$ cat src/rtl/amp_i2c_pkg.sv
package amp_i2c_pkg;
   localparam int CH_NUM  = 4;
   localparam int FLAG_W  = 5;
   localparam int IDX_W   = $clog2(CH_NUM);
   localparam int SNAP_W  = CH_NUM * 8;

   typedef struct packed {
      logic diag_en;
      logic ofs_en;
      logic gain_front_lo;
      logic gain_rear_lo;
      logic play_front;
      logic play_rear;
      logic clip_hi;
   } cmd_first_t;

   typedef struct packed {
      logic run;
      logic line_diag;
      logic heff_right;
      logic heff_left;
   } cmd_second_t;

   typedef enum logic [2:0] {
      BS_IDLE, BS_ADDR, BS_AACK, BS_WDAT, BS_WACK, BS_RDAT, BS_RACK
   } bus_st_t;
endpackage

$ cat src/rtl/amp_i2c_sync.sv
module amp_i2c_sync #(
   parameter int STAGES = 2
) (
   input  logic clk,
   input  logic rst_n,
   input  logic scl_i,
   input  logic sda_i,
   output logic scl_s,
   output logic sda_s,
   output logic scl_rise,
   output logic scl_fall,
   output logic start_ev,
   output logic stop_ev
);
   logic [1:0] raw, line_s, line_q;

   assign raw = {scl_i, sda_i};

   for (genvar g = 0; g < 2; g++) begin : g_line
      logic [STAGES-1:0] chain;
      always_ff @(posedge clk or negedge rst_n) begin
         if (!rst_n) chain <= '1;
         else        chain <= {chain[STAGES-2:0], raw[g]};
      end
      assign line_s[g] = chain[STAGES-1];
   end

   always_ff @(posedge clk or negedge rst_n) begin
      if (!rst_n) line_q <= 2'b11;
      else        line_q <= line_s;
   end

   assign scl_s    = line_s[1];
   assign sda_s    = line_s[0];
   assign scl_rise = line_s[1] & ~line_q[1];
   assign scl_fall = ~line_s[1] & line_q[1];
   assign start_ev = line_s[1] & line_q[1] & line_q[0] & ~line_s[0];
   assign stop_ev  = line_s[1] & line_q[1] & ~line_q[0] & line_s[0];
endmodule

$ cat src/rtl/amp_i2c_fsm.sv
module amp_i2c_fsm
   import amp_i2c_pkg::*;
#(
   parameter logic [6:0] DEV_ADDR = 7'b1101100
) (
   input  logic              clk,
   input  logic              rst_n,
   input  logic              scl_s,
   input  logic              sda_s,
   input  logic              scl_rise,
   input  logic              scl_fall,
   input  logic              start_ev,
   input  logic              stop_ev,
   input  logic [SNAP_W-1:0] snap_i,
   output logic              sda_oe,
   output logic              wr_stb,
   output logic [1:0]        wr_sel,
   output logic [7:0]        wr_data,
   output logic              snap_ld,
   output logic              rearm
);
   bus_st_t          st;
   logic [3:0]       cnt;
   logic [7:0]       sh, tx;
   logic             rw, mack, rd_live;
   logic [IDX_W-1:0] ridx;
   logic [7:0]       nxt_byte;

   assign nxt_byte = snap_i[ridx*8 +: 8];
   assign wr_data  = sh;

   always_ff @(posedge clk or negedge rst_n) begin
      if (!rst_n) begin
         st <= BS_IDLE; cnt <= '0; sh <= '0; tx <= '0; rw <= 1'b0;
         mack <= 1'b0; rd_live <= 1'b0; ridx <= '0; sda_oe <= 1'b0;
         wr_stb <= 1'b0; wr_sel <= '0; snap_ld <= 1'b0; rearm <= 1'b0;
      end else begin
         wr_stb  <= 1'b0;
         snap_ld <= 1'b0;
         rearm   <= 1'b0;
         if (start_ev) begin
            rearm   <= rd_live;
            rd_live <= 1'b0;
            st      <= BS_ADDR;
            cnt     <= '0;
            sda_oe  <= 1'b0;
         end else if (stop_ev) begin
            rearm   <= rd_live;
            rd_live <= 1'b0;
            st      <= BS_IDLE;
            sda_oe  <= 1'b0;
         end else begin
            unique case (st)
               BS_ADDR: begin
                  if (scl_rise && cnt != 4'd8) begin
                     sh  <= {sh[6:0], sda_s};
                     cnt <= cnt + 4'd1;
                  end
                  if (scl_fall && cnt == 4'd8) begin
                     if (sh[7:1] == DEV_ADDR) begin
                        st      <= BS_AACK;
                        sda_oe  <= 1'b1;
                        rw      <= sh[0];
                        snap_ld <= sh[0];
                     end else begin
                        st <= BS_IDLE;
                     end
                  end
               end
               BS_AACK: begin
                  if (scl_fall) begin
                     cnt <= '0;
                     if (rw) begin
                        st      <= BS_RDAT;
                        tx      <= snap_i[7:0];
                        sda_oe  <= ~snap_i[7];
                        ridx    <= IDX_W'(1);
                        rd_live <= 1'b1;
                     end else begin
                        st     <= BS_WDAT;
                        sda_oe <= 1'b0;
                        wr_sel <= '0;
                     end
                  end
               end
               BS_WDAT: begin
                  if (scl_rise && cnt != 4'd8) begin
                     sh  <= {sh[6:0], sda_s};
                     cnt <= cnt + 4'd1;
                  end
                  if (scl_fall && cnt == 4'd8) begin
                     st     <= BS_WACK;
                     sda_oe <= 1'b1;
                     wr_stb <= 1'b1;
                  end
               end
               BS_WACK: begin
                  if (scl_fall) begin
                     sda_oe <= 1'b0;
                     st     <= BS_WDAT;
                     cnt    <= '0;
                     if (wr_sel != 2'd2) wr_sel <= wr_sel + 2'd1;
                  end
               end
               BS_RDAT: begin
                  if (scl_rise) cnt <= cnt + 4'd1;
                  if (scl_fall) begin
                     if (cnt == 4'd8) begin
                        sda_oe <= 1'b0;
                        st     <= BS_RACK;
                     end else begin
                        tx     <= {tx[6:0], 1'b0};
                        sda_oe <= ~tx[6];
                     end
                  end
               end
               BS_RACK: begin
                  if (scl_rise) mack <= ~sda_s;
                  if (scl_fall) begin
                     cnt <= '0;
                     if (mack) begin
                        st     <= BS_RDAT;
                        tx     <= nxt_byte;
                        sda_oe <= ~nxt_byte[7];
                        ridx   <= ridx + IDX_W'(1);
                     end else begin
                        st <= BS_IDLE;
                     end
                  end
               end
               default: ;
            endcase
         end
      end
   end

   // drive changes only with SCL low (bus conditions excluded)
   p_oe_steady_scl_high_r6: assert property (@(posedge clk) disable iff (!rst_n)
      (scl_s && $past(scl_s) && !$past(start_ev) && !$past(stop_ev)) |-> $stable(sda_oe));
   // re-arm is a single-cycle pulse
   p_rearm_one_cycle_r10: assert property (@(posedge clk) disable iff (!rst_n)
      rearm |=> !rearm);
   // a STOP always releases the line
   p_release_after_stop_r7: assert property (@(posedge clk) disable iff (!rst_n)
      stop_ev |=> !sda_oe);
   // after a rejected address nothing is driven
   p_idle_quiet_r1: assert property (@(posedge clk) disable iff (!rst_n)
      (st == BS_IDLE && !start_ev) |=> !sda_oe);
endmodule

$ cat src/rtl/amp_ctrl_regs.sv
module amp_ctrl_regs
   import amp_i2c_pkg::*;
(
   input  logic        clk,
   input  logic        rst_n,
   input  logic        wr_stb,
   input  logic [1:0]  wr_sel,
   input  logic [7:0]  wr_data,
   output cmd_first_t  cmd1,
   output cmd_second_t cmd2
);
   logic unused_bits;
   assign unused_bits = ^{wr_data[7], wr_data[5], wr_data[2]};

   always_ff @(posedge clk or negedge rst_n) begin
      if (!rst_n) begin
         cmd1 <= '0;
         cmd2 <= '0;
      end else if (wr_stb) begin
         case (wr_sel)
            2'd0:    cmd1 <= wr_data[6:0];
            2'd1:    cmd2 <= {wr_data[4], wr_data[3], wr_data[1], wr_data[0]};
            default: ;
         endcase
      end
   end
endmodule

$ cat src/rtl/amp_stat_snap.sv
module amp_stat_snap
   import amp_i2c_pkg::*;
(
   input  logic                     clk,
   input  logic                     rst_n,
   input  logic                     snap_ld,
   input  logic [CH_NUM*FLAG_W-1:0] ch_flags,
   input  logic                     therm_warn,
   input  logic                     cycle_done,
   input  logic                     ofs_active,
   input  logic                     run,
   input  logic                     diag_en,
   output logic [SNAP_W-1:0]        snap
);
   logic [2:0] top_bits [CH_NUM];

   always_comb begin
      for (int k = 0; k < CH_NUM; k++) top_bits[k] = 3'b000;
      top_bits[0] = {therm_warn, cycle_done, 1'b0};
      top_bits[1] = {ofs_active, 2'b00};
      top_bits[2] = {run, diag_en, 1'b0};
   end

   for (genvar k = 0; k < CH_NUM; k++) begin : g_byte
      logic [7:0] live;
      assign live = {top_bits[k], ch_flags[k*FLAG_W +: FLAG_W]};
      always_ff @(posedge clk or negedge rst_n) begin
         if (!rst_n)       snap[k*8 +: 8] <= '0;
         else if (snap_ld) snap[k*8 +: 8] <= live;
      end
   end
endmodule

$ cat src/rtl/amp_ctrl_i2c_slave.sv
module amp_ctrl_i2c_slave
   import amp_i2c_pkg::*;
#(
   parameter int         SYNC_STAGES = 2,
   parameter logic [6:0] DEV_ADDR    = 7'b1101100
) (
   input  logic        clk,
   input  logic        rst_n,
   input  logic        scl_i,
   input  logic        sda_i,
   output logic        sda_oe_o,
   input  logic [19:0] ch_flags_i,
   input  logic        therm_warn_i,
   input  logic        cycle_done_i,
   input  logic        ofs_active_i,
   output logic        diag_en_o,
   output logic        ofs_en_o,
   output logic        gain_front_lo_o,
   output logic        gain_rear_lo_o,
   output logic        play_front_o,
   output logic        play_rear_o,
   output logic        clip_hi_o,
   output logic        run_o,
   output logic        line_diag_o,
   output logic        heff_right_o,
   output logic        heff_left_o,
   output logic        rearm_o
);
   if (SYNC_STAGES < 2) begin : g_bad_sync
      $error("SYNC_STAGES must be at least 2");
   end
   if (CH_NUM * FLAG_W != 20) begin : g_bad_flags
      $error("flag port width does not match channel layout");
   end

   logic scl_s, sda_s, scl_rise, scl_fall, start_ev, stop_ev;
   logic wr_stb, snap_ld;
   logic [1:0] wr_sel;
   logic [7:0] wr_data;
   logic [SNAP_W-1:0] snap;
   cmd_first_t  cmd1;
   cmd_second_t cmd2;

   amp_i2c_sync #(.STAGES(SYNC_STAGES)) u_sync (
      .clk(clk), .rst_n(rst_n), .scl_i(scl_i), .sda_i(sda_i),
      .scl_s(scl_s), .sda_s(sda_s), .scl_rise(scl_rise), .scl_fall(scl_fall),
      .start_ev(start_ev), .stop_ev(stop_ev));

   amp_i2c_fsm #(.DEV_ADDR(DEV_ADDR)) u_fsm (
      .clk(clk), .rst_n(rst_n), .scl_s(scl_s), .sda_s(sda_s),
      .scl_rise(scl_rise), .scl_fall(scl_fall), .start_ev(start_ev),
      .stop_ev(stop_ev), .snap_i(snap), .sda_oe(sda_oe_o), .wr_stb(wr_stb),
      .wr_sel(wr_sel), .wr_data(wr_data), .snap_ld(snap_ld), .rearm(rearm_o));

   amp_ctrl_regs u_regs (
      .clk(clk), .rst_n(rst_n), .wr_stb(wr_stb), .wr_sel(wr_sel),
      .wr_data(wr_data), .cmd1(cmd1), .cmd2(cmd2));

   amp_stat_snap u_snap (
      .clk(clk), .rst_n(rst_n), .snap_ld(snap_ld), .ch_flags(ch_flags_i),
      .therm_warn(therm_warn_i), .cycle_done(cycle_done_i),
      .ofs_active(ofs_active_i), .run(cmd2.run), .diag_en(cmd1.diag_en),
      .snap(snap));

   assign diag_en_o       = cmd1.diag_en;
   assign ofs_en_o        = cmd1.ofs_en;
   assign gain_front_lo_o = cmd1.gain_front_lo;
   assign gain_rear_lo_o  = cmd1.gain_rear_lo;
   assign play_front_o    = cmd1.play_front;
   assign play_rear_o     = cmd1.play_rear;
   assign clip_hi_o       = cmd1.clip_hi;
   assign run_o           = cmd2.run;
   assign line_diag_o     = cmd2.line_diag;
   assign heff_right_o    = cmd2.heff_right;
   assign heff_left_o     = cmd2.heff_left;

   // controls move only in the cycle after a completed written byte
   p_ctrl_only_on_write_r3: assert property (@(posedge clk) disable iff (!rst_n)
      !$stable({cmd1, cmd2}) |-> $past(wr_stb));
   // the shadow copy moves only when a read address is acknowledged
   p_snap_only_on_ack_r8: assert property (@(posedge clk) disable iff (!rst_n)
      !$stable(snap) |-> $past(snap_ld));
endmodule

$ cat config.mk
export PLATFORM = sky130hd
export DESIGN_NAME = amp_ctrl_i2c_slave
export DESIGN_NICKNAME = d
export VERILOG_FILES = /design/src/rtl/amp_i2c_pkg.sv /design/src/rtl/amp_i2c_sync.sv /design/src/rtl/amp_i2c_fsm.sv /design/src/rtl/amp_ctrl_regs.sv /design/src/rtl/amp_stat_snap.sv /design/src/rtl/amp_ctrl_i2c_slave.sv
export SDC_FILE = /design/constraint.sdc
export NUM_CORES = 1
export LEC_CHECK = 0
export ABC_AREA = 0
export BUFFER_PORTS_ARGS = -buffer_cell sky130_fd_sc_hd__buf_2
export CELL_PAD_IN_SITES_DETAIL_PLACEMENT = 1
export CELL_PAD_IN_SITES_GLOBAL_PLACEMENT = 1
export CORE_ASPECT_RATIO = 0.6
export CORE_MARGIN = 4
export CORE_UTILIZATION = 30
export DETAILED_ROUTE_END_ITERATION = 12
export PLACE_DENSITY = 0.59
export SETUP_SLACK_MARGIN = 0.02
export SYNTH_ARGS = -nofsm -noshare
export SYNTH_HDL_FRONTEND = slang
export SYNTH_HIERARCHICAL = 1
export SYNTH_SLANG_ARGS = --single-unit
$ cat constraint.sdc
create_clock -name clk -period 3.6 [get_ports clk]
set_clock_uncertainty 0.05 [all_clocks]
set_input_delay 0.9 -clock clk [delete_from_list [all_inputs] [get_ports clk]]
set_output_delay 0.9 -clock clk [all_outputs]
set_load 0.02 [all_outputs]
-- Word level (Yosys, flattened, before mapping)
Cells that the tools add are included.
- add/subtract/negate cells: 3
- equal/unequal tests: 33
- shift-type cells: 1
- multiplexer cells: 65
- bitwise gates (word level): 16
- reduce and logical (&&, ||, !) cells: 25
- operator list (cell ; count):
    $mux W7 ; 6
    $ne A4 B3 Y1 const B ; 9
    $mux W3 ; 11
    $shiftx A32 B6 Y8 ; 1
    $mux W1 ; 28
    $pmux W7 S3 ; 1
    $mux W4 ; 5
    $mux W2 ; 9
    $pmux W3 S6 ; 1
    $reduce_and A9 Y1 ; 2
    $ne A2 B1 Y1 const B ; 7
    $reduce_and A7 Y1 ; 2
    $pmux W4 S3 ; 1
    $reduce_bool A3 Y1 ; 4
    $reduce_and A5 Y1 ; 2
    $eq A3 B3 Y1 const B ; 3
    $not A1 Y1 ; 9
    $ne A2 B2 Y1 const B ; 4
    $pmux W2 S2 ; 2
    $reduce_and A4 Y1 ; 2
    $reduce_and A8 Y1 ; 1
    $reduce_bool A8 Y1 ; 1
    $and A1 B1 Y1 ; 7
    $eq A7 B7 Y1 const B ; 1
    18 further kinds ; 24
- flip-flop bits (word level): 75
- output and inout port bits: 13
- word-level logic and storage cells: 174

-- Logic depth before layout (Yosys ltp)
Gate-level depths: netlist of run 1.
- word-level depth: 7
- gate-level depth with buffers: 8

-- Cells and area by module
The synthesis of run 1 kept the hierarchy.
- modules (own cells, without submodules) (module ; instances ; cells each ; area an instance (um^2) ; sequential area each (um^2)):
    amp_i2c_fsm ; 1 ; 211 ; 1985.7 ; 825.8
    amp_stat_snap ; 1 ; 61 ; 1089.8 ; 625.6
    amp_ctrl_regs ; 1 ; 24 ; 425.4 ; 275.3
    amp_i2c_sync ; 1 ; 10 ; 190.2 ; 157.7

-- Worst setup path after synthesis of run 1
Ideal clock, no wire load.
- kind: register -> register
- start: reg u_sync.g_line[1].chain[1]
- end: reg u_fsm.cnt[2]
- data arrival time: 2.078 ns
- data required time: 3.468 ns
- setup slack: 1.390 ns
- cell stages (with the launch flop): 7
- buffers on the path: 1
- period minus slack after synthesis: 2.210 ns
- cells stage by stage: dfstp_2 > nor2b_1 > a211oi_1 > or4_1 > buf_2 > or4b_1 > a31oi_1
- RTL lines (item ; line ; RTL):
    start: declaration ; amp_i2c_sync.sv:20 ; logic [STAGES-1:0] chain;
    start signal: assignment ; amp_i2c_sync.sv:23 ; else chain <= {chain[STAGES-2:0], raw[g]};
    $and A1 B1 Y1 * ; amp_i2c_sync.sv:35 ; assign scl_rise = line_s[1] & ~line_q[1];
    named net scl_rise ; amp_ctrl_i2c_slave.sv:36 ; logic scl_s, sda_s, scl_rise, scl_fall, start_ev, stop_ev;
    $logic_and A1 B1 Y1 ; amp_i2c_fsm.sv:55, amp_i2c_fsm.sv:87 ;
    $ne A3 B1 Y1 (no line) ; -- ;
    $reduce_and A5 Y1 (no line) * ; -- ;
    end signal: assignment ; amp_i2c_fsm.sv:57 ; cnt <= cnt + 4'd1;
    end signal: assignment ; amp_i2c_fsm.sv:89 ; cnt <= cnt + 4'd1;
    end signal: assignment ; amp_i2c_fsm.sv:106 ; if (scl_rise) cnt <= cnt + 4'd1;
    end: declaration ; amp_i2c_fsm.sv:23 ; logic [3:0] cnt;
The timed path passes the listed nets; every way through them passes the cells marked *.
A chain may end at the register's enable or synchronous reset.

-- Final worst setup path of run 1
- start: reg u_fsm.st[2]
- end: reg u_fsm.cnt[2]
- cells in the longest elaborated chain, start to end: 5
- RTL lines (item ; line ; RTL):
    start: declaration ; amp_i2c_fsm.sv:22 ; bus_st_t st;
    start signal: assignment ; amp_i2c_fsm.sv:34 ; st <= BS_IDLE; cnt <= '0; sh <= '0; tx <= '0; rw <= 1'b0;
    start signal: assignment ; amp_i2c_fsm.sv:44 ; st <= BS_ADDR;
    start signal: assignment ; amp_i2c_fsm.sv:50 ; st <= BS_IDLE;
    $eq A3 B2 Y1 (tied with other cells) ; amp_i2c_fsm.sv:53 ; unique case (st)
    $reduce_or A3 Y1 (no line) or $reduce_or A2 Y1 (tied branches) ; -- ;
    $pmux W4 S3 ; amp_i2c_fsm.sv:53 ;
    $mux W4 ; amp_i2c_fsm.sv:47 ; end else if (stop_ev) begin
    $mux W4 ; amp_i2c_fsm.sv:41 ; if (start_ev) begin
Several ways; a longest one is shown, not always the timed one. The select of a mux whose other input is x is not followed.

==> results of run 1 <==
[flip-flops by register name, summed over array words and instances, names as in the netlist]
signal / flops
u_snap/snap: 25
u_fsm/wr_data: 8
u_fsm/tx: 7
u_regs/cmd1: 7
u_fsm/cnt: 4
u_regs/cmd2: 4
u_sync/g_line.chain: 4
u_fsm/st: 3
u_fsm/ridx: 2
u_fsm/wr_sel: 2
u_sync/line_q: 2
u_fsm/mack: 1
u_fsm/rd_live: 1
u_fsm/rearm: 1
u_fsm/rw: 1
u_fsm/sda_oe: 1
u_fsm/snap_ld: 1
u_fsm/wr_stb: 1
[Yosys cell counts (all sizes together) (5+ instances only)]
cell type,instances,area [sq um]
a21oi,7,35.03
a31oi,8,50.05
buf,15,126.4
clkbuf,7,26.28
dfrtp,69,1727
dfstp,6,157.7
inv,9,33.78
mux2,45,581.8
mux4,8,180.2
nand2,30,112.6
nand2b,5,31.28
nand3,6,30.03
nor2,11,41.29
nor2b,6,37.54
o21ai,20,100.1
o22ai,7,43.79
[layout by cell type, fill, tap and decap left out, types with 5 or more instances in the layout]
cell,instances
a21oi_1,7
a31oi_1,8
buf_2,38
clkbuf_16,9
conb_1,7
dfrtp_1,69
dfstp_2,6
inv_1,9
mux2_2,25
mux2_4,20
mux4_2,8
nand2_1,30
nand2b_1,5
nand3_1,6
nor2_1,11
nor2b_1,6
o21ai_0,20
o22ai_1,7
[routing by layer]
metal / part of all wire, % / routed length, um / GRT usage [%] / vias to the layer above
met1: 55 / 4548 / 19.87 / 1252
met3: 3.7 / 304 / 3.230 / 4
met4: 0.88 / 73 / 3.620 / 0
met5: 0 / 0 / 0 / -
li1: - / - / - / 1177
met2: 41 / 3377 / 17.14 / 38
[worst max-delay path by stage]
stage | to | slack (ns) | start
2_1_floorplan | u_fsm/cnt[2] | 1.39 | u_sync/g_line[1].chain[1]
3_3_place_gp | u_fsm/cnt[2] | 1.08 | u_fsm/st[2]
3_5_place_dp | u_fsm/wr_data[6] | 1.02 | u_sync/g_line[0].chain[1]
4_1_cts | u_fsm/wr_data[6] | 1.01 | u_sync/g_line[0].chain[1]
5_1_grt | u_fsm/wr_data[6] | 0.83 | u_sync/g_line[0].chain[1]
6_report | u_fsm/cnt[2] | 1.02 | u_fsm/st[2]
[worst max-delay path, stage by stage, from the launching register on]
cell and delay, ns:
dfrtp_1 0.84, or2_2 0.27, a21oi_1 0.07, or4_1 0.60, or4b_1 0.51, a31oi_1 0.17
[power groups by stage]
stage	Sequential (uW)	Clock (uW)	Combinational, uW
2_1_floorplan	886	0	43.7
3_3_place_gp	893	0	80.3
3_5_place_dp	893	0	80.7
4_1_cts	878	999	80.9
5_1_grt	881	1040	93.8
6_report	878	967	79.1
[through the flow]
step	area, sq um	hold slack (ns)
2_1_floorplan	3714	0.2952
3_3_place_gp	3988	0.2972
3_5_place_dp	3988	0.2993
4_1_cts	4310	0.3078
5_1_grt	4310	0.3090
6_report	4310	0.3072
[cell type report]
class / instances / area share, %
clock buffer: 12 / 5.718
clock inverter: 4 / 1.771
inverter: 9 / 0.7837
multi-input combinational: 206 / 38.11
sequential: 75 / 43.72
tap: 165 / 4.790
timing repair buffer: 42 / 5.109
[kinds of logic (layout without fill, tap and decap cells)]
logic type | count (synthesis) | in the layout
other cells | 1 | 7
flops | 75 | 75
mux | 54 | 54
compound gates | 55 | 55
fa+ha+maj | 3 | 3
simple gates | 87 | 87
buf+inv | 31 | 67
==> insert_results.sql, run 1 <==
INSERT INTO impl_metrics (metric_group, metric, value, unit) VALUES
('sta', 'unrepaired_setup_endpoints_after_global_routing', 'no', ''),
('floorplan', 'fp.dieArea', '14200', 'sq um'),
('clocking', 'cts.repair_timing.setup_buffer_count', '0', ''),
('global_route', 'antenna_found_initial', '0', ''),
('cells_and_area', 'post_layout_nonfiller_instances', '513', ''),
('run_status', 'outcome', 'finished, final reports clean', ''),
('drt', 'drtAntennaViolNets', '0', ''),
('global_route', 'gr-usage-all-layers', '12.77', '%'),
('place', 'io_buffer_count', '39', ''),
('clocking', 'cts-root-to-sink-buffers', '2', ''),
('clocking', 'ctsHtreeMaxLevel', '3', ''),
('place', 'place_ws', '1.021', 'ns'),
('power', 'internal-power', '1520', 'uW'),
('synth', 'postSynth.asyncResetShare', '100.0', '%'),
('clocking', 'clock_tree.root_cell', 'clkbuf_16', ''),
('floorplan', 'initial_core_util', '30.60', '%'),
('sta', 'layout_min_cycle_time', '2.584', 'ns'),
('clocking', 'clock_sinks', '75', ''),
('clocking', 'clk_latency', '0.33', 'ns'),
('cells_and_area', 'post-route-util', '35.73', '%'),
('power', 'clkPwrFrac', '50.3', '%'),
('power', 'power.share.switching', '21.03', '%'),
('critical_path', 'r2r.worst_path.cells', '5', ''),
('synth', 'netlist_area_pre_place', '3691', 'sq um'),
('cells_and_area', 'drive_above_1_share', '34.20', '%'),
('power', 'worst_ir_drop_vdd', '0.1970', 'mV'),
('drt', 'post_drt_wl_per_cell', '16.19', 'um'),
('drt', 'drt_pass1_iterations', '4', ''),
('cells_and_area', 'antenna_cells_inserted', '0', ''),
('cells_and_area', 'multiInputGateArea', '1643', 'sq um'),
('synth', 'synth_flop_cell', 'dfrtp_1', ''),
('synth', 'ys_types', '53', ''),
('synth', 'synth_enable_flop_cells', '0', ''),
('critical_path', 'timing.critical_path.arrival', '2.78', 'ns'),
('cells_and_area', 'finalNetCount', '373', ''),
('critical_path', 'timing.rr.start', 'u_fsm/st[2]', ''),
('min_path', 'hold_path_end', 'u_sync/g_line[0].chain[1]', ''),
('global_route', 'grt_overflow_total', '0', ''),
('cells_and_area', 'filler_cell_count', '1307', ''),
('min_path', 'worstHoldPathType', 'flop to flop', ''),
('place', 'post-dp-hpwl', '5955', 'um'),
('critical_path', 'reg2reg_setup_slack', '1.02', 'ns'),
('floorplan', 'die_w', '151.2', 'um'),
('clocking', 'cts-buffers-inserted', '9', ''),
('synth', 'postSynthRegisterBits', '75', ''),
('min_path', 'hp-start', 'u_sync/g_line[0].chain[0]', ''),
('min_path', 'worstHoldPathCells', '0', ''),
('synth', 'synth_simple_gate_area_share', '12.78', '%'),
('drt', 'number_of_remaining_drc_errors', '0', ''),
('drt', 'first_iter_violations', '127', ''),
('power', 'p_comb_share', '4.1', '%'),
('critical_path', 'timing.setup.critical_path_class', 'flop to flop', ''),
('synth', 'avgSynthCellArea', '12.06', 'sq um'),
('place', 'numPlacedInstances', '497', ''),
('floorplan', 'num_io_pins', '40', ''),
('sta', 'aggregate_negative_setup_slack', '0', 'ns'),
('global_route', 'grt_pass1_wl', '14010', 'um'),
('synth', 'gate_count_of_the_mapped_netlist', '306', ''),
('sta', 'hold_viol', '0', ''),
('flow_run', 'maxCapViolations', '0', ''),
('power', 'powerDensity', '446.5', 'nW/um^2'),
('clocking', 'cts-resized-gates', '0', ''),
('global_route', 'grt_pass1_vias', '2598', ''),
('floorplan', 'core', '12060', 'sq um'),
('power', 'total_power', '1925', 'uW'),
('sta', 'slew_headroom', '32.87', '%'),
('critical_path', 'cp.required', '3.80', 'ns'),
('power', 'p_switching', '404.7', 'uW'),
('critical_path', 'worst_setup_start_kind', 'flop', ''),
('power', 'leakagePower', '0.001998', 'uW'),
('floorplan', 'fp-row-count', '31', '');
(Power assumes the default switching activity.)
==> run 2, diff against run 1 <==
Clock period 3.6 ns to 2.45 ns, I/O delays scaled along.
==> insert_results.sql, run 2 (synthesized netlist as in run 1, its figures left out) <==
INSERT INTO impl_metrics (metric_group, metric, value, unit) VALUES
('critical_path', 'critical_path_cell_count', '6', ''),
('critical_path', 'critical-path-top-delay-family', 'simple AND/OR/NAND/NOR gates', ''),
('sta', 'final_worst_path_period_share', '91.07', '%'),
('sta', 'maxSlewViolCount', '0', ''),
('power', 'worst_ir_drop_vdd', '0.3198', 'mV'),
('critical_path', 'slowest_delay', '0.56', 'ns'),
('cells_and_area', 'largest_register_ff_count', '25', ''),
('critical_path', 'timing.setup.critical_path_class', 'flop to flop', ''),
('place', 'gp_routability_congestion', '0.8164', ''),
('clocking', 'clk_latency', '0.34', 'ns'),
('clocking', 'cts-buffers-inserted', '9', ''),
('flow_run', 'maxCapViolations', '0', ''),
('drt', 'avgViaCountPerCell', '4.861', ''),
('cells_and_area', 'area_delta_synth_final', '19.76', '%'),
('clocking', 'path_clk_slew', '0.06', 'ns'),
('floorplan', 'die_w', '151.2', 'um'),
('clocking', 'cts.repair_timing.setup_buffer_count', '0', ''),
('power', 'leakagePower', '0.002069', 'uW'),
('critical_path', 'worst-path-buf-inv', '1', ''),
('critical_path', 'critPathLaunch', 'u_sync/g_line[1].chain[1]', ''),
('drt', 'post_drt_wl_per_cell', '17.16', 'um'),
('cells_and_area', 'post_layout_nonfiller_instances', '526', ''),
('sta', 'unrepaired_setup_endpoints_after_global_routing', 'no', ''),
('clocking', 'cts-root-to-sink-buffers', '2', ''),
('cells_and_area', 'largest_register', 'u_snap/snap', ''),
('global_route', 'grt_pass1_wl', '14790', 'um'),
('cells_and_area', 'finish.instance_area', '4420', 'sq um'),
('min_path', 'worstHoldPathType', 'input pin to async pin', ''),
('global_route', 'pin_count_of_the_biggest_net_entering_global_routing', '44', ''),
('floorplan', 'die_h', '93.92', 'um'),
('critical_path', 'timing.rr.end', 'u_fsm/cnt[2]', ''),
('critical_path', 'end_kind', 'flop', ''),
('global_route', 'antenna_found_initial', '0', ''),
('critical_path', 'worst_setup_start_kind', 'flop', ''),
('sta', 'worst_slack', '0.2188', 'ns'),
('critical_path', 'timing.rr.start', 'u_sync/g_line[1].chain[1]', ''),
('critical_path', 'timing.critical_path.arrival', '2.44', 'ns'),
('global_route', 'grt_pass1_vias', '2727', ''),
('critical_path', 'r2r.worst_path.cells', '6', ''),
('sta', 'layout_min_cycle_time', '2.231', 'ns'),
('cells_and_area', 'mostFrequentLayoutCell', 'dfrtp_1', ''),
('clocking', 'ctsHtreeMaxLevel', '3', ''),
('sta', 'setup_viol', '0', ''),
('power', 'powerDensity', '631.6', 'nW/um^2'),
('sta', 'hold_ws', '0.1716', 'ns'),
('cells_and_area', 'drive_above_1_share', '37.40', '%'),
('critical_path', 'crit_slowest_cell', 'dfstp_2', ''),
('drt', 'drt_pass1_iterations', '4', ''),
('drt', 'drt_wl_total', '9028', 'um'),
('place', 'post-dp-hpwl', '6582', 'um'),
('drt', 'vias', '2557', ''),
('cells_and_area', 'filler_cell_count', '1310', ''),
('floorplan', 'core', '12060', 'sq um'),
('critical_path', 'path_cells', 'nor2b_1, buf_4, a21boi_1, or4_4, or4b_1, a31oi_1', ''),
('drt', 'drtAntennaViolNets', '0', ''),
('critical_path', 'worst_setup_path_endpoint', 'u_fsm/cnt[2]', ''),
('drt', 'first_iter_violations', '147', ''),
('floorplan', 'fp-row-count', '31', ''),
('floorplan', 'fp.dieArea', '14200', 'sq um'),
('place', 'placed_area', '4110', 'sq um'),
('place', 'io_buffer_count', '39', ''),
('floorplan', 'num_io_pins', '40', ''),
('place', 'place_ws', '0.1334', 'ns'),
('global_route', 'gr-usage-all-layers', '13.61', '%'),
('run_status', 'outcome', 'finished, final reports clean', ''),
('sta', 'slew_headroom', '63.32', '%'),
('sta', 'aggregate_negative_setup_slack', '0', 'ns'),
('place', 'numPlacedInstances', '510', ''),
('clocking', 'clock_tree.root_cell', 'clkbuf_16', ''),
('critical_path', 'critPathMaxFanout', '8', ''),
('sta', 'maxClockFrequency', '448.2', 'MHz'),
('cells_and_area', 'finalNetCount', '386', ''),
('drt', 'number_of_remaining_drc_errors', '0', ''),
('cells_and_area', 'antenna_cells_inserted', '0', ''),
('sta', 'actual_slew_at_the_worst_max_slew_pin', '0.5502', 'ns'),
('floorplan', 'initial_core_util', '30.60', '%'),
('global_route', 'grt_overflow_total', '0', ''),
('cells_and_area', 'layout.cells.most_common_list', 'dfrtp_1, buf_2, nand2_1', ''),
('clocking', 'clock_sinks', '75', ''),
('critical_path', 'cp.required', '2.65', 'ns'),
('critical_path', 'reg2reg_setup_slack', '0.22', 'ns'),
('sta', 'hold_viol', '0', ''),
('clocking', 'tritoncts', 'yes', '');
run 2: cell types whose count changed in the layout (fill, tap and decap cells not counted), moves of 2 or more:
cell	previous run	this run
buf_4	4	15
inv_6	0	3
buf_12	0	2
clkbuf_1	2	0
run 2: repair_timing:
item	in CTS	in global routing
gates resized for setup	0	1
hold buffers	0	0
setup endpoints to repair	0	2
run 2: area by class of cell:
class / count / area, sq um / area share [%]
Clock buffer: 9 / 225.2 / 5.095
Clock inverter: 7 / 81.33 / 1.840
Inverter: 9 / 33.78 / 0.7642
Multi-Input combinational cell: 206 / 1647 / 37.25
Sequential cell: 75 / 1884 / 42.63
Tap cell: 165 / 206.4 / 4.670
Timing Repair Buffer: 55 / 342.8 / 7.755
run 2: power breakdown:
group	leakage (uW)	total, uW	switching (uW)	internal [uW]
registers	0.00100	1290	24.3	1260
logic	0.000912	131	75.4	55.3
clock network	0.000153	1370	567	807
run 2: through the flow:
step                      utilization (%)  power [uW]
final                               36.65        2792
after global routing                36.65        2906
after CTS                           36.61        2834
after detailed placement            34.07        1443
after global placement              34.07        1436
after floorplan                         -        1366
run 2: worst min path at each step:
stage                                end  slack (ns)  cells past startpoint
5_1_grt                   u_snap/snap[4]        0.20                      1
4_1_cts                   u_snap/snap[4]        0.18                      1
2_1_floorplan               u_fsm/cnt[0]        0.27                      0
3_3_place_gp   u_sync/g_line[0].chain[1]        0.30                      0
3_5_place_dp   u_sync/g_line[0].chain[1]        0.30                      0
6_report                  u_snap/snap[4]        0.17                      1
run 2: metal layers:
metal / GRT usage (%) / up-vias / share of wire (%)
met4: 3.695 / 0 / 0.63
li1: - / 1198 / -
met1: 20.28 / 1289 / 52
met3: 4.098 / 9 / 5.4
met5: 0 / - / 0
met2: 18.95 / 61 / 42
==> run 3, diff against run 2 <==
Settings changed: CORE_UTILIZATION 30 to 39, PLACE_DENSITY 0.59 to 0.71.
==> insert_results.sql, run 3 (synthesized netlist as in run 1, its figures left out) <==
INSERT INTO impl_metrics (metric_group, metric, value, unit) VALUES
('drt', 'drt_wl_total', '8873', 'um'),
('critical_path', 'critical-path-top-delay-family', 'simple AND/OR/NAND/NOR gates', ''),
('sta', 'maxSlewViolCount', '0', ''),
('power', 'powerDensity', '613.5', 'nW/um^2'),
('clocking', 'clock_sinks', '75', ''),
('run_status', 'outcome', 'finished, final reports clean', ''),
('critical_path', 'cp.required', '2.65', 'ns'),
('drt', 'number_of_remaining_drc_errors', '0', ''),
('cells_and_area', 'drive_above_1_share', '37.67', '%'),
('floorplan', 'die_w', '133.6', 'um'),
('sta', 'final_worst_path_period_share', '90.44', '%'),
('clocking', 'clk_latency', '0.33', 'ns'),
('cells_and_area', 'largest_register_ff_count', '25', ''),
('global_route', 'gr-usage-all-layers', '17.13', '%'),
('power', 'leakagePower', '0.002051', 'uW'),
('global_route', 'antenna_found_initial', '0', ''),
('critical_path', 'crit_slowest_cell', 'or4_4', ''),
('cells_and_area', 'multiInputGateArea', '1649', 'sq um'),
('sta', 'aggregate_negative_setup_slack', '0', 'ns'),
('clocking', 'cts.hold.buffers_added', '0', ''),
('clocking', 'ctsHtreeMaxLevel', '3', ''),
('place', 'gp_routability_congestion', '0.8692', ''),
('sta', 'maxClockFrequency', '451.3', 'MHz'),
('critical_path', 'timing.setup.critical_path_class', 'flop to flop', ''),
('cells_and_area', 'finalNetCount', '386', ''),
('critical_path', 'path_cells', 'nor2b_2, a211oi_1, or4_4, or4b_1, a31oi_1', ''),
('global_route', 'pin_count_of_the_biggest_net_entering_global_routing', '44', ''),
('global_route', 'grt_overflow_total', '0', ''),
('clocking', 'cts-buffers-inserted', '9', ''),
('place', 'post-dp-hpwl', '6260', 'um'),
('floorplan', 'fp-row-count', '27', ''),
('place', 'io_buffer_count', '39', ''),
('drt', 'vias', '2573', ''),
('sta', 'setup_viol', '0', ''),
('critical_path', 'timing.critical_path.arrival', '2.42', 'ns'),
('clocking', 'clock_tree.root_cell', 'clkbuf_16', ''),
('floorplan', 'die_h', '83.36', 'um'),
('sta', 'slew_headroom', '63.91', '%'),
('cells_and_area', 'area_delta_synth_final', '17.73', '%'),
('critical_path', 'slowest_delay', '0.57', 'ns'),
('sta', 'unrepaired_setup_endpoints_after_global_routing', 'no', ''),
('floorplan', 'core', '9189', 'sq um'),
('sta', 'layout_min_cycle_time', '2.216', 'ns'),
('drt', 'drt_pass1_iterations', '4', ''),
('critical_path', 'critPathMaxFanout', '8', ''),
('power', 'worst_ir_drop_vdd', '0.3202', 'mV'),
('cells_and_area', 'filler_cell_count', '1014', ''),
('floorplan', 'num_io_pins', '40', ''),
('drt', 'avgViaCountPerCell', '5.240', ''),
('clocking', 'cts-root-to-sink-buffers', '2', ''),
('cells_and_area', 'post_layout_nonfiller_instances', '491', ''),
('global_route', 'grt_pass1_wl', '15050', 'um'),
('min_path', 'worstHoldPathType', 'input pin to async pin', ''),
('cells_and_area', 'mostFrequentLayoutCell', 'dfrtp_1', ''),
('cells_and_area', 'area.sequential', '1884', 'sq um'),
('cells_and_area', 'layout.cells.most_common_list', 'dfrtp_1, buf_2, nand2_1', ''),
('critical_path', 'worst-path-buf-inv', '0', ''),
('flow_run', 'maxCapViolations', '0', ''),
('sta', 'hold_viol', '0', ''),
('clocking', 'path_clk_slew', '0.06', 'ns'),
('global_route', 'grt_pass1_vias', '2858', ''),
('place', 'numPlacedInstances', '475', ''),
('drt', 'post_drt_wl_per_cell', '18.07', 'um'),
('floorplan', 'fp.dieArea', '11140', 'sq um'),
('critical_path', 'end_kind', 'flop', ''),
('critical_path', 'worst_setup_start_kind', 'flop', ''),
('sta', 'actual_slew_at_the_worst_max_slew_pin', '0.5403', 'ns'),
('floorplan', 'initial_core_util', '40.17', '%'),
('drt', 'drtAntennaViolNets', '0', ''),
('cells_and_area', 'antenna_cells_inserted', '0', ''),
('clocking', 'tritoncts', 'yes', ''),
('cells_and_area', 'largest_register', 'u_snap/snap', ''),
('drt', 'first_iter_violations', '124', '');
[run 3: cell count changes in the layout (fill, tap and decap cells not counted)]
cell | before | now
inv_6 | 3 | 2
nor2b_2 | 0 | 1
inv_8 | 1 | 0
nor2b_1 | 6 | 5
clkinvlp_4 | 0 | 2
clkbuf_8 | 0 | 1
bufinv_16 | 1 | 0
buf_12 | 2 | 1
buf_4 | 15 | 16
[run 3: layer usage]
metal	vias up	track usage, %	routed length (um)
met4	0	3.455	34
met5	-	0	0
met1	1310	24.50	4446
met3	4	5.993	493
met2	62	25.28	3898
li1	1197	-	-
[run 3: what timing repair did]
| action | CTS | global route |
|---|---|---|
| endpoints found under the hold margin | 0 | 0 |
| setup buffers | 0 | 0 |
| setup endpoints to repair | 0 | 2 |
| resized for setup | 0 | 2 |
[run 3: power breakdown]
group / switching, uW / total [uW] / internal (uW)
Combinational: 73.9 / 127 / 53.4
Clock: 531 / 1250 / 720
Sequential: 23.9 / 1290 / 1260
[run 3: final cells by class]
type / count / share of cell area, %
Tap cell: 130 / 3.743
Clock buffer: 10 / 5.500
Sequential cell: 75 / 43.36
Clock inverter: 6 / 1.065
Multi-Input combinational cell: 206 / 37.95
Timing Repair Buffer: 55 / 7.601
Inverter: 9 / 0.7774
[run 3: through the flow]
stage / total power [uW] / utilization (%) / setup WS (ns) / hold WS, ns / cell area, sq um
final: 2666 / 47.29 / 0.2343 / 0.1689 / 4345
after global routing: 2789 / 47.29 / 0.1367 / 0.2069 / 4345
after CTS: 2712 / 47.22 / 0.05084 / 0.1829 / 4339
after detailed placement: 1436 / 44.12 / 0.06675 / 0.2981 / 4054
after global placement: 1430 / 44.12 / 0.1359 / 0.3005 / 4054
after floorplan: 1366 / - / 0.2397 / 0.2669 / 3714
[run 3: final timing paths]
kind | depth (start not counted) | start | slack [ns] | to
max | 5 | u_sync/g_line[1].chain[1] | 0.23 | u_fsm/cnt[2]
min | 1 | rst_n | 0.17 | u_fsm/st[2]
max reg2reg | 5 | u_sync/g_line[1].chain[1] | 0.23 | u_fsm/cnt[2]
min reg2reg | 0 | u_sync/g_line[1].chain[0] | 0.31 | u_sync/g_line[1].chain[1]
max in group asynchronous | 2 | rst_n | 1.54 | u_sync/g_line[0].chain[1]
min in group clk | 0 | u_sync/g_line[1].chain[0] | 0.31 | u_sync/g_line[1].chain[1]
